### src/rtl/fdiv_pkg.sv
package fdiv_pkg;

  typedef enum logic [2:0] {
    FC_ZERO = 3'd0,
    FC_NORM = 3'd1,
    FC_INF  = 3'd2,
    FC_QNAN = 3'd3,
    FC_SNAN = 3'd4
  } fclass_e;

  typedef enum logic [1:0] {
    PICK_A    = 2'd0,
    PICK_B    = 2'd1,
    PICK_NONE = 2'd2
  } pick_e;

  localparam int NFLG    = 4;
  localparam int FLG_NAN = 0;
  localparam int FLG_IDI = 1;
  localparam int FLG_ZDZ = 2;
  localparam int FLG_DZ  = 3;

  function automatic logic is_nan(input logic [2:0] c);
    return (c == FC_QNAN) || (c == FC_SNAN);
  endfunction

endpackage

### src/rtl/fdiv_special.sv
module fdiv_special
  import fdiv_pkg::*;
(
  input  logic [2:0]      a_cls,
  input  logic [2:0]      b_cls,
  input  logic            a_sign,
  input  logic            b_sign,
  output logic            special_o,
  output logic [2:0]      cls_o,
  output logic            sign_o,
  output pick_e           pick_o,
  output logic [NFLG-1:0] flags_o
);

  always_comb begin
    special_o = 1'b1;
    cls_o     = a_cls;
    sign_o    = a_sign;
    pick_o    = PICK_A;
    flags_o   = '0;
    if (is_nan(a_cls) || is_nan(b_cls)) begin
      flags_o[FLG_NAN] = 1'b1;
      if (a_cls <= b_cls) begin
        cls_o  = b_cls;
        sign_o = b_sign;
        pick_o = PICK_B;
      end
    end else if (a_cls == FC_INF) begin
      if (b_cls == FC_INF) begin
        cls_o            = FC_QNAN;
        sign_o           = 1'b0;
        pick_o           = PICK_NONE;
        flags_o[FLG_IDI] = 1'b1;
      end
    end else if (a_cls == FC_ZERO) begin
      if (b_cls == FC_ZERO) begin
        cls_o            = FC_QNAN;
        sign_o           = 1'b0;
        pick_o           = PICK_NONE;
        flags_o[FLG_ZDZ] = 1'b1;
      end
    end else begin
      sign_o = a_sign ^ b_sign;
      pick_o = PICK_NONE;
      if (b_cls == FC_INF) begin
        cls_o = FC_ZERO;
      end else if (b_cls == FC_ZERO) begin
        cls_o           = FC_INF;
        flags_o[FLG_DZ] = 1'b1;
      end else begin
        special_o = 1'b0;
        cls_o     = FC_NORM;
      end
    end
  end

endmodule

### src/rtl/fdiv_mant_core.sv
module fdiv_mant_core #(
  parameter int W = 64
) (
  input  logic         clk,
  input  logic         rst_n,
  input  logic         load,
  input  logic         step,
  input  logic [W-1:0] x,
  input  logic [W-1:0] y,
  output logic         lt_o,
  output logic         last_o,
  output logic [W-1:0] quot_o,
  output logic         sticky_o
);

  localparam int RW = W + 1;

  logic [RW-1:0] rem_r, rem_n, y_ext, trial_1x, trial_2x, shifted, diff;
  logic [W-1:0]  quot_r, quot_n, bit_r, bit_n;

  always_comb begin
    y_ext    = {1'b0, y};
    trial_1x = {1'b0, x} - y_ext;
    trial_2x = {x, 1'b0} - y_ext;
    lt_o     = trial_1x[RW-1];
    shifted  = {rem_r[W-1:0], 1'b0};
    diff     = shifted - y_ext;
    rem_n    = rem_r;
    quot_n   = quot_r;
    bit_n    = bit_r;
    if (load) begin
      rem_n  = lt_o ? trial_2x : trial_1x;
      quot_n = {1'b1, {(W-1){1'b0}}};
      bit_n  = {2'b01, {(W-2){1'b0}}};
    end else if (step) begin
      if (!diff[RW-1]) begin
        rem_n  = diff;
        quot_n = quot_r | bit_r;
      end else begin
        rem_n  = shifted;
      end
      bit_n = bit_r >> 1;
    end
  end

  always_ff @(posedge clk or negedge rst_n) begin
    if (!rst_n) begin
      rem_r  <= '0;
      quot_r <= '0;
      bit_r  <= '0;
    end else if (load || step) begin
      rem_r  <= rem_n;
      quot_r <= quot_n;
      bit_r  <= bit_n;
    end
  end

  assign last_o   = bit_r[0];
  assign quot_o   = quot_r;
  assign sticky_o = |rem_r;

  AST_REM_BELOW_DIV: assert property (@(posedge clk) disable iff (!rst_n)
    ($past(load) || $past(step)) |-> (rem_r < y_ext));

  AST_BIT_ONEHOT: assert property (@(posedge clk) disable iff (!rst_n)
    $onehot0(bit_r));

endmodule

### src/rtl/fdiv_unit.sv
module fdiv_unit
  import fdiv_pkg::*;
#(
  parameter int W  = 64,
  parameter int EW = 16
) (
  input  logic          clk,
  input  logic          rst_n,
  input  logic          start,
  input  logic [2:0]    a_cls,
  input  logic          a_sign,
  input  logic [EW-1:0] a_exp,
  input  logic [W-1:0]  a_mant,
  input  logic [2:0]    b_cls,
  input  logic          b_sign,
  input  logic [EW-1:0] b_exp,
  input  logic [W-1:0]  b_mant,
  output logic          busy,
  output logic          done,
  output logic [2:0]    res_cls,
  output logic          res_sign,
  output logic [EW-1:0] res_exp,
  output logic [W-1:0]  res_mant,
  output logic          res_sticky,
  output logic [3:0]    exc_flags
);

  typedef enum logic [1:0] {ST_IDLE, ST_SETUP, ST_ITER} state_e;

  state_e          st_r, st_n;
  logic            done_r, done_n;
  logic            op_en, core_load, core_step;
  logic            a_sign_r, b_sign_r;
  logic [EW-1:0]   a_exp_r, b_exp_r;
  logic [W-1:0]    a_mant_r, b_mant_r;
  logic [2:0]      cls_r, cls_n;
  logic            sign_r, sign_n;
  logic [EW-1:0]   exp_r, exp_n;
  logic [W-1:0]    smant_r, smant_n;
  logic            use_core_r, use_core_n;
  logic [NFLG-1:0] flags_r, flags_n;

  logic            sp_special, sp_sign;
  logic [2:0]      sp_cls;
  pick_e           sp_pick;
  logic [NFLG-1:0] sp_flags;
  logic            core_lt, core_last, core_sticky;
  logic [W-1:0]    core_quot;

  fdiv_special u_special (
    .a_cls     (a_cls),
    .b_cls     (b_cls),
    .a_sign    (a_sign),
    .b_sign    (b_sign),
    .special_o (sp_special),
    .cls_o     (sp_cls),
    .sign_o    (sp_sign),
    .pick_o    (sp_pick),
    .flags_o   (sp_flags)
  );

  fdiv_mant_core #(.W(W)) u_core (
    .clk      (clk),
    .rst_n    (rst_n),
    .load     (core_load),
    .step     (core_step),
    .x        (a_mant_r),
    .y        (b_mant_r),
    .lt_o     (core_lt),
    .last_o   (core_last),
    .quot_o   (core_quot),
    .sticky_o (core_sticky)
  );

  assign op_en = start && (st_r == ST_IDLE);

  always_comb begin
    st_n       = st_r;
    done_n     = 1'b0;
    core_load  = 1'b0;
    core_step  = 1'b0;
    cls_n      = cls_r;
    sign_n     = sign_r;
    exp_n      = exp_r;
    smant_n    = smant_r;
    use_core_n = use_core_r;
    flags_n    = flags_r;
    case (st_r)
      ST_IDLE: begin
        if (op_en) begin
          if (sp_special) begin
            done_n     = 1'b1;
            cls_n      = sp_cls;
            sign_n     = sp_sign;
            flags_n    = sp_flags;
            use_core_n = 1'b0;
            case (sp_pick)
              PICK_A:  begin exp_n = a_exp; smant_n = a_mant; end
              PICK_B:  begin exp_n = b_exp; smant_n = b_mant; end
              default: begin exp_n = '0;    smant_n = '0;     end
            endcase
          end else begin
            flags_n = '0;
            st_n    = ST_SETUP;
          end
        end
      end
      ST_SETUP: begin
        core_load  = 1'b1;
        cls_n      = FC_NORM;
        sign_n     = a_sign_r ^ b_sign_r;
        exp_n      = a_exp_r - b_exp_r - {{(EW-1){1'b0}}, core_lt};
        use_core_n = 1'b1;
        st_n       = ST_ITER;
      end
      ST_ITER: begin
        core_step = 1'b1;
        if (core_last) begin
          st_n   = ST_IDLE;
          done_n = 1'b1;
        end
      end
      default: st_n = ST_IDLE;
    endcase
  end

  always_ff @(posedge clk or negedge rst_n) begin
    if (!rst_n) begin
      st_r       <= ST_IDLE;
      done_r     <= 1'b0;
      cls_r      <= '0;
      sign_r     <= 1'b0;
      exp_r      <= '0;
      smant_r    <= '0;
      use_core_r <= 1'b0;
      flags_r    <= '0;
      a_sign_r   <= 1'b0;
      b_sign_r   <= 1'b0;
      a_exp_r    <= '0;
      b_exp_r    <= '0;
      a_mant_r   <= '0;
      b_mant_r   <= '0;
    end else begin
      st_r       <= st_n;
      done_r     <= done_n;
      cls_r      <= cls_n;
      sign_r     <= sign_n;
      exp_r      <= exp_n;
      smant_r    <= smant_n;
      use_core_r <= use_core_n;
      flags_r    <= flags_n;
      if (op_en) begin
        a_sign_r <= a_sign;
        b_sign_r <= b_sign;
        a_exp_r  <= a_exp;
        b_exp_r  <= b_exp;
        a_mant_r <= a_mant;
        b_mant_r <= b_mant;
      end
    end
  end

  assign busy       = (st_r != ST_IDLE);
  assign done       = done_r;
  assign res_cls    = cls_r;
  assign res_sign   = sign_r;
  assign res_exp    = exp_r;
  assign res_mant   = use_core_r ? core_quot : smant_r;
  assign res_sticky = use_core_r & core_sticky;
  assign exc_flags  = flags_r;

  AST_DONE_PULSE: assert property (@(posedge clk) disable iff (!rst_n)
    done |=> !done);

  AST_SPECIAL_FAST: assert property (@(posedge clk) disable iff (!rst_n)
    (start && !busy && sp_special) |=> (done && !busy));

  AST_BUSY_IGNORE: assert property (@(posedge clk) disable iff (!rst_n)
    (busy && start) |=> ($stable(a_mant_r) && $stable(b_mant_r) && $stable(a_exp_r)));

  AST_IDLE_HOLD: assert property (@(posedge clk) disable iff (!rst_n)
    (!busy && !start) |=> ($stable(res_mant) && $stable(res_exp) && $stable(res_cls)
                           && $stable(exc_flags) && $stable(res_sticky)));

  AST_FLAG_ONEHOT: assert property (@(posedge clk) disable iff (!rst_n)
    $onehot0(exc_flags));

endmodule

### config.mk
export PLATFORM = sky130hd
export DESIGN_NAME = fdiv_unit
export DESIGN_NICKNAME = d
export VERILOG_FILES = /design/src/rtl/fdiv_pkg.sv /design/src/rtl/fdiv_special.sv /design/src/rtl/fdiv_mant_core.sv /design/src/rtl/fdiv_unit.sv
export SDC_FILE = /design/constraint.sdc
export NUM_CORES = 1
export LEC_CHECK = 0
export CORE_ASPECT_RATIO = 0.75
export CORE_MARGIN = 1
export CORE_UTILIZATION = 25
export DETAILED_ROUTE_END_ITERATION = 8
export SETUP_SLACK_MARGIN = 0.2
export SLEW_MARGIN = 25
export SYNTH_ARGS = -nofsm -noshare
export SYNTH_HDL_FRONTEND = slang
export SYNTH_SLANG_ARGS = --single-unit
### constraint.sdc
create_clock -name clk -period 10.2 [get_ports clk]
set_input_delay 2.04 -clock clk [delete_from_list [all_inputs] [get_ports clk]]
set_output_delay 2.04 -clock clk [all_outputs]
set_load 0.005 [all_outputs]
# --- Word level (Yosys, flattened, before mapping) ---
# Index checks and enable logic that the tools add are counted.
word_totals:
  regBits: 447
  latch_bits: 0
  ramBits: 0
  mem_bits_ro: 0
  out_inout_bits: 91
  elab_cells: 128
  mem_count: 0
op_classes:
  n_addsub: 5
  n_mul: 0
  div: 0
  n_lt_le_gt_ge: 1
  n_eq_ne: 14
  shifts: 0
  mux: 68
  bitwise: 4
  n_reduce_logical: 19
op_table:
  columns: ["operator", "count"]
  rows:
  - ["$mux W64", 6]
  - ["$mux W65", 4]
  - ["$sub A65 B64 Y65", 2]
  - ["$pmux W64 S2", 1]
  - ["$reduce_or A65 Y1", 1]
  - ["$sub A64 B64 Y65", 1]
  - ["$or A64 B64 Y64", 1]
  - ["$pmux W16 S2", 2]
  - ["$mux W16", 2]
  - ["$mux W3", 10]
  - ["$mux W1", 27]
  - ["$mux W2", 10]
  - ["$sub A16 B1 Y16", 1]
  - ["$sub A16 B16 Y16", 1]
  - ["$eq A3 B2 Y1 const B", 4]
  - ["$reduce_and A3 Y1", 4]
  - ["$eq A3 B3 Y1 const B", 2]
  - ["$logic_not A3 Y1", 2]
  - ["$ne A2 B2 Y1 const B", 3]
  - ["$pmux W1 S2", 3]
  - ["$pmux W2 S3", 1]
  - ["$pmux W3 S2", 1]
  - ["$reduce_bool A2 Y1", 3]
  - ["$eq A2 B1 Y1 const B", 2]
  - ["10 further kinds", 17]

# --- Longest topological paths before layout ---
# Gate-level depths: netlist of the first run.
depth:
  word_depth: 10
  ltp_mapped: 27

# --- By module ---
# Synthesis of the first run repeated with hierarchy kept, for this count alone.
hier_totals:
  hier_cells: 3979
  area_unflattened_um2: 32688.9
by_module_without_submodules:
  columns: ["mod", "instances", "cells_each", "area_each_um2"]
  rows:
  - ["fdiv_mant_core", 1, 2626, 20116.8]
  - ["fdiv_unit", 1, 1305, 12240.5]
  - ["fdiv_special", 1, 48, 331.6]

# --- Worst setup path after synthesis of the first run ---
# Ideal clock, no wire load.
synth_path:
  kind: "flip-flop to flip-flop"
  start: "register b_mant_r[0]"
  end: "register exp_r[15] (netlist: res_exp[15])"
  setup_ns: 0.143
  arrival_time_ns: 5.076
  required_time_ns: 10.057
  path_slack_ns: 4.981
  path_stages_with_launch: 26
  path_buffers: 2
  period_less_slack_ns: 5.219
  cell_sequence: "dfrtp_1 ha_1 fa_1 nor2b_1 o2111ai_1 nand3_1 nand2_1 a21o_1 a211oi_2 o21ai_2 a21oi_4 buf_6 buf_4 fa_1 ha_1 o21ai_0 a31oi_1 o21ai_0 a21boi_0 o31ai_1 a211oi_1 nor4_1 o21bai_1 xnor2_1 a21oi_1 a21oi_1"
synth_via:
  elab_chain_cells: 3
synth_lines:
  columns: ["element", "line_no", "text"]
  rows:
  - ["start: declaration", "fdiv_unit.sv:35", "logic [W-1:0] a_mant_r, b_mant_r;"]
  - ["start signal: assignment", "fdiv_unit.sv:158", "b_mant_r <= b_mant;"]
  - ["$sub A64 B64 Y65", "fdiv_mant_core.sv:23", "trial_1x = {1'b0, x} - y_ext;"]
  - ["$sub A16 B1 Y16", "fdiv_unit.sv:112", "exp_n = a_exp_r - b_exp_r - {{(EW-1){1'b0}}, core_lt};"]
  - ["$pmux W16 S2", "fdiv_unit.sv:88", "case (st_r)"]
  - ["end signal: assignment", "fdiv_unit.sv:148", "exp_r <= exp_n;"]
  - ["end: declaration", "fdiv_unit.sv:38", "logic [EW-1:0] exp_r, exp_n;"]
# Every way passes these cells.
# A chain may end at the register's enable or synchronous reset.

# --- Final worst setup path of the first run ---
# Ends and elaborated chain as after synthesis.

==> metrics.cfg, run 1 <==
[floorplanning]
die_area_sq_um=131300
rows=114
coreArea_sq_um=128800
die_width_um=418.0
initial_core_util=0.2520
die_y_um=314.0
pin_count=262

[critical_path]
path_max_fanout=7
path_cells=ha_1, fa_1, nor2b_1, o2111ai_1, nand3_1, nand2_1, a21o_1, a211oi_2, o21ai_2, a21oi_4, fa_1, ha_1, o21ai_0, a31oi_1, o21ai_0, a21boi_0, o31ai_1, a211oi_1, nor4_1, o21bai_1, xnor2_1, a21oi_1, a21oi_1
cp.buffers_inverters=0
cp.depth=23
cp-end-kind=flop
r2r-start=b_mant_r[0]$_DFFE_PN0P_
critPathLaunchType=flop
startpoint=b_mant_r[0]$_DFFE_PN0P_
path_class=reg2reg
cp.arrival_ps=6550
cp_top_family=compound AO/OA/AOI/OAI gates
critPathRequiredTime_ps=10710
max_stage_delay_ps=490
cpMaxStageDelayCell=o31ai_1
r2r_cells=23

[sta]
drv_slew=0
min_period_ps=6039
rsz0062_at_grt=no
slew_headroom=0.2978
worst_pin_slew_ps=1053
timing.fmax_mhz=165.6
setup_violations=0
final-hold-violation-count=0
tns_ps=0
period_share=0.5921
clock-skew-final_ps=19.04
fin_ws_ps=4161

[worst_hold_path]
whs_path_depth=2
hp-start=res_exp[4]$_DFFE_PN0P_
hp-class=reg2reg

[clocking]
root_buffer=clkbuf_16
cts_buffers=55
clk_latency_ps=670
clkSinkCount=446
htree_levels=2
cts.clk_slew.worst_paths_ps=60
cts_setup_buffers=0
tritoncts=yes
cts_resized=0
hold_buffers=0
clock_path_buffers=3

[synthesis]
synth_fp_nets=4049
async_flop_share=1.000
synth.avg_cell_area_sq_um=8.896
netlist-cell-type-count=91
yosys_register_bits=446
syn_inst=3648
synth_edf_count=0
synth_ff_type=dfrtp_1
ys_seq_area_frac=0.3439
syn_area_sq_um=32450
yosys_warnings=0

[global_routing]
antenna_found_initial=33
grt_first_pass_wirelength_mm=178.4
busiest_layer=met1
gr-total-overflow=0
track_usage=0.1768
use_met2=0.2561
grt_pass1_vias=27550
gr-usage-met3=0.04442
grtUsageMet1=0.2630
grt_max_degree=154

[final_layout]
final_nets=4186
syn_to_final_growth_pct=18.71
layout_common_cells=445 x dfrtp_1, 374 x a21oi_1, 330 x nand2_1
final_common_cell=dfrtp_1
nFillCells=13540
drive_above_1_share=0.1076
final_core_util=0.2991

[drt]
vias_per_cell=5.142
antenna_left=0
drtPass1Iterations=9
drc=0
vias=28648
drt_iter0_drc=2552
wirelength_mm=118.9
wl_per_cell_um=21.34

[place]
dp_hpwl_mm=90.95
place_congestion=0.9242
pre_cts_ws_ps=4045
io_buffer_count=261

[flow_run]
drv_cap=0

[outcome]
outcome=finished, final reports clean

-- final timing paths --
check	slack, ps	endpoint
worst min register to register	480	res_exp[4]$_DFFE_PN0P_
worst min-delay path	480	res_exp[4]$_DFFE_PN0P_
worst max-delay path	4160	res_exp[15]$_DFFE_PN0P_
min in group asynchronous	1410	res_exp[12]$_DFFE_PN0P_
worst max register to register	4160	res_exp[15]$_DFFE_PN0P_
max in group asynchronous	6700	a_mant_r[13]$_DFFE_PN0P_
-- layer usage --
| metal | up-vias | part of all wire |
|---|---|---|
| met5 | - | 0.0027 |
| met4 | 54 | 0.017 |
| met3 | 164 | 0.079 |
| met2 | 919 | 0.41 |
| met1 | 14014 | 0.49 |
| li1 | 13497 | - |
-- cell families (layout without fill, tap and decap cells) --
kind of cell / count (synthesis) / count (layout) / share of synthesized area
AOI/OAI and AO/OA: 1150 / 1150 / 0.2268
xor gates and xnor gates: 193 / 193 / 0.05209
adders and majority gates: 230 / 230 / 0.08983
buffers and inverters: 418 / 598 / 0.05089
DFF: 446 / 446 / 0.3439
muxes: 344 / 344 / 0.1153
other: 0 / 3 / 0
and+or+nand+nor: 867 / 867 / 0.1212
-- worst register-to-register path, delay by kind of cell (launching register included) --
kind	cells	cell delay [ps]
compound gates	14	3070
fa+ha+maj	4	1320
simple gates	4	930
flops	1	480
xor+xnor	1	140
-- cell usage after synthesis (all sizes together), types with 6 or more instances --
library cell / n / share of area
nor2: 236 / 0.027
inv: 215 / 0.025
clkbuf: 159 / 0.019
dfrtp: 446 / 0.34
nor2b: 32 / 0.0062
a21boi: 15 / 0.0035
o2111ai: 7 / 0.0021
nand4: 69 / 0.013
xor2: 68 / 0.018
a21o: 121 / 0.028
o31a: 8 / 0.0022
a221oi: 9 / 0.0026
a21oi: 379 / 0.059
nor3b: 9 / 0.0021
and2: 10 / 0.0019
o21ai: 253 / 0.040
or3: 9 / 0.0017
xnor2: 125 / 0.034
o2bb2ai: 7 / 0.0019
mux2: 239 / 0.083
and4: 6 / 0.0017
nand3: 72 / 0.011
or2: 9 / 0.0017
a222oi: 25 / 0.0077
nor4: 24 / 0.0046
o31ai: 50 / 0.012
a221o: 8 / 0.0025
buf: 43 / 0.0073
nand2: 333 / 0.039
o21bai: 66 / 0.015
o21a: 27 / 0.0062
a211o: 6 / 0.0016
o211ai: 23 / 0.0053
and3: 8 / 0.0015
mux2i: 105 / 0.032
o221ai: 13 / 0.0035
a211oi: 66 / 0.016
ha: 225 / 0.087
nand2b: 20 / 0.0039
nor3: 26 / 0.0043
a31oi: 26 / 0.0052
-- stage by stage --
step                std cells  hold WS (ps)  cell area [sq um]
floorplan                3648         430.5              32450
global placement         5468         454.1              36650
detailed placement       5468         468.2              36670
CTS                      5568         484.5              38520
global route             5569         496.6              38520
finish                   5571         477.2              38530
-- flip-flops by register name, summed over array words and instances, names as in the netlist, 2 cells and up --
signal,count
u_core.rem_r,65
b_mant_r,64
u_core.quot_o,64
res_exp,16
smant_r,64
b_exp_r,16
a_exp_r,16
exc_flags,4
st_r,2
a_mant_r,64
res_cls,3
u_core.bit_r,63
-- layout make-up --
cell class,count,area (sq um),area share
Multi-Input combinational cell,2784,19710,0.5117
Sequential cell,446,11160,0.2897
Timing Repair Buffer,282,2800,0.07268
Tap cell,1740,2177,0.05651
Clock buffer,72,1530,0.03972
Inverter,216,813.3,0.02111
Clock inverter,28,322.8,0.008379
Antenna cell,3,7.507,0.0001949
Power of run 1 is not shown: default switching activity piles up to over one toggle a cycle in this logic, so the estimate is an artifact.
==> run 2: changes to the inputs <==
==> constraint.sdc (replaced) <==
create_clock -name clk -period 6.2 [get_ports clk]
set_input_delay 1.24 -clock clk [delete_from_list [all_inputs] [get_ports clk]]
set_output_delay 1.24 -clock clk [all_outputs]
set_load 0.005 [all_outputs]
==> run 2 against run 1 <==
The flow now finishes with violations (design-rule violations); register-to-register slack lost 3500 ps; worst hold slack worse by 12 ps; utilization is 0.18 points higher; flip-flop and latch count did not move; first-iteration DRC count grew 12%; worst setup slack lost 3500 ps; final cell count rose by 0.29%; final area up 0.61%; non-clock buffer count up 13; critical path type unchanged.
==> metrics.cfg, run 2 (synthesis gave the netlist of run 1 again) <==
[sta]
whs_ps=465.2  ; was 477.2 ps
worst_pin_slew_ps=1037  ; was 1053 ps
period_share=0.8872  ; was 0.5921
slew_headroom=0.3071  ; was 0.2978
final-hold-violation-count=0  ; unchanged
drv_slew=0  ; unchanged
tns_ps=0  ; unchanged
clock-skew-final_ps=32.04  ; was 19.04 ps
setup_violations=0  ; unchanged
min_period_ps=5501  ; was 6039 ps
rsz0062_at_grt=no  ; unchanged
timing.fmax_mhz=181.8  ; was 165.6 MHz
fin_ws_ps=699.1  ; was 4161 ps

[floorplanning]
die_y_um=314.0  ; unchanged
initial_core_util=0.2520  ; unchanged
pin_count=262  ; unchanged
coreArea_sq_um=128800  ; unchanged
die_width_um=418.0  ; unchanged
rows=114  ; unchanged
die_area_sq_um=131300  ; unchanged

[flow_run]
drv_cap=0  ; unchanged

[global_routing]
track_usage=0.1789  ; was 0.1768
grt_max_degree=117  ; was 154
grt_first_pass_wirelength_mm=180.3  ; was 178.4 mm
grt_pass1_vias=27507  ; was 27550
gr-total-overflow=0  ; unchanged
antenna_found_initial=23  ; was 33

[critical_path]
cpMaxStageDelayCell=dfrtp_1  ; was o31ai_1
path_max_fanout=7  ; unchanged
critPathLaunchType=flop  ; unchanged
max_stage_delay_ps=480  ; was 490 ps
r2r_setup_slack_ps=700  ; was 4160 ps
r2r_cells=25  ; was 23
cp_top_family=compound AO/OA/AOI/OAI gates  ; unchanged
cp.arrival_ps=5980  ; was 6550 ps
cp-end-kind=flop  ; unchanged
r2r-start=b_mant_r[0]$_DFFE_PN0P_  ; unchanged
rr_endpoint=res_exp[15]$_DFFE_PN0P_  ; unchanged
path_class=reg2reg  ; unchanged
critPathRequiredTime_ps=6670  ; was 10710 ps
cp.buffers_inverters=2  ; was 0

[clocking]
htree_levels=2  ; unchanged
tritoncts=yes  ; unchanged
root_buffer=clkbuf_16  ; unchanged
clock_path_buffers=3  ; unchanged
clk_latency_ps=660  ; was 670 ps
cts_buffers=56  ; was 55
cts.clk_slew.worst_paths_ps=60  ; about the same
clkSinkCount=446  ; unchanged

[outcome]
violations=design-rule violations
outcome=complete, but fails checks  ; was finished, final reports clean

[final_layout]
syn_to_final_growth_pct=19.43  ; was 18.71%
largest_reg_flops=65  ; unchanged
drive_above_1_share=0.1114  ; was 0.1076
final_nets=4200  ; was 4186
largest-register=u_core.rem_r  ; unchanged
final_common_cell=dfrtp_1  ; unchanged
layout_common_cells=445 x dfrtp_1, 373 x a21oi_1, 330 x nand2_1  ; was 445 x dfrtp_1, 374 x a21oi_1, 330 x nand2_1
nFillCells=13487  ; was 13540

[drt]
met2_length_mm=49.42  ; was 49.07 mm
wl_per_cell_um=21.54  ; was 21.34 um
drt_iter0_drc=2851  ; was 2552
antenna_left=0  ; unchanged
topRoutingLayerUsed=met5  ; unchanged
wl_met3_mm=8.830  ; was 9.384 mm
drtPass1Iterations=9  ; unchanged
vias=28726  ; was 28648
wirelength_mm=120.3  ; was 118.9 mm
drc=2  ; was 0
drt-met1-wl_mm=59.77  ; was 58.10 mm
vias_per_cell=5.142  ; about the same

[worst_hold_path]
hp-start=u_core.quot_o[63]$_DFFE_PN0P_  ; was res_exp[4]$_DFFE_PN0P_
hp-class=reg2reg  ; unchanged
min_to=u_core.quot_o[63]$_DFFE_PN0P_  ; was res_exp[4]$_DFFE_PN0P_
whs_path_depth=1  ; was 2

[place]
pre_cts_ws_ps=427.0  ; was 4045 ps
place_congestion=0.9324  ; was 0.9242
io_buffer_count=261  ; unchanged
dp_hpwl_mm=93.71  ; was 90.95 mm

## run 2: cell count changes in the layout (fill, tap and decap cells not counted), sizes merged
cell      before  now
diode          3    4
inv          220  224
bufinv         5    7
clkbuf        72   71
buf           22   35
clkinvlp       5    6
clkinv        14   10
## run 2: layout make-up
type,instances,area [sq um],area share
antenna,4,10.01,0.0002582
clock buffer,71,1559,0.04022
clock inverter,31,390.4,0.01007
inverter,216,813.3,0.02098
multi-input combinational,2784,19700,0.5083
sequential,446,11160,0.2880
tap,1740,2177,0.05617
timing repair buffer,295,2948,0.07605
## run 2: worst max path at each step
stage,from,to,slack (ps),cells past startpoint
after detailed placement,b_mant_r[0]$_DFFE_PN0P_,res_exp[15]$_DFFE_PN0P_,430,24
after global routing,b_mant_r[0]$_DFFE_PN0P_,res_exp[15]$_DFFE_PN0P_,220,25
after floorplan,b_mant_r[0]$_DFFE_PN0P_,res_exp[15]$_DFFE_PN0P_,980,25
final,b_mant_r[0]$_DFFE_PN0P_,res_exp[15]$_DFFE_PN0P_,700,25
after CTS,b_mant_r[0]$_DFFE_PN0P_,res_exp[15]$_DFFE_PN0P_,390,24
after global placement,b_mant_r[0]$_DFFE_PN0P_,res_exp[15]$_DFFE_PN0P_,450,24
## run 2: through the flow
stage | area, sq um | instances | utilization
final | 38760 | 5587 | 0.3009
after global routing | 38760 | 5585 | 0.3009
after CTS | 38730 | 5582 | 0.3007
after detailed placement | 36780 | 5480 | 0.2856
after global placement | 36760 | 5479 | 0.2854
after floorplan | 32450 | 3648 | -
## run 2: repair_timing
action / CTS / global route
gates resized for setup: 0 / 4
setup endpoints to repair: 0 / 3
hold buffers: 0 / 0
buffers inserted: 0 / 1
## run 2: metal layers
layer	global-route usage	vias to the layer above
met5	0	-
met4	0.03863	38
met3	0.03441	151
met2	0.2550	963
met1	0.2740	14049
li1	-	13525
Power of run 2 is left out for the same reason.
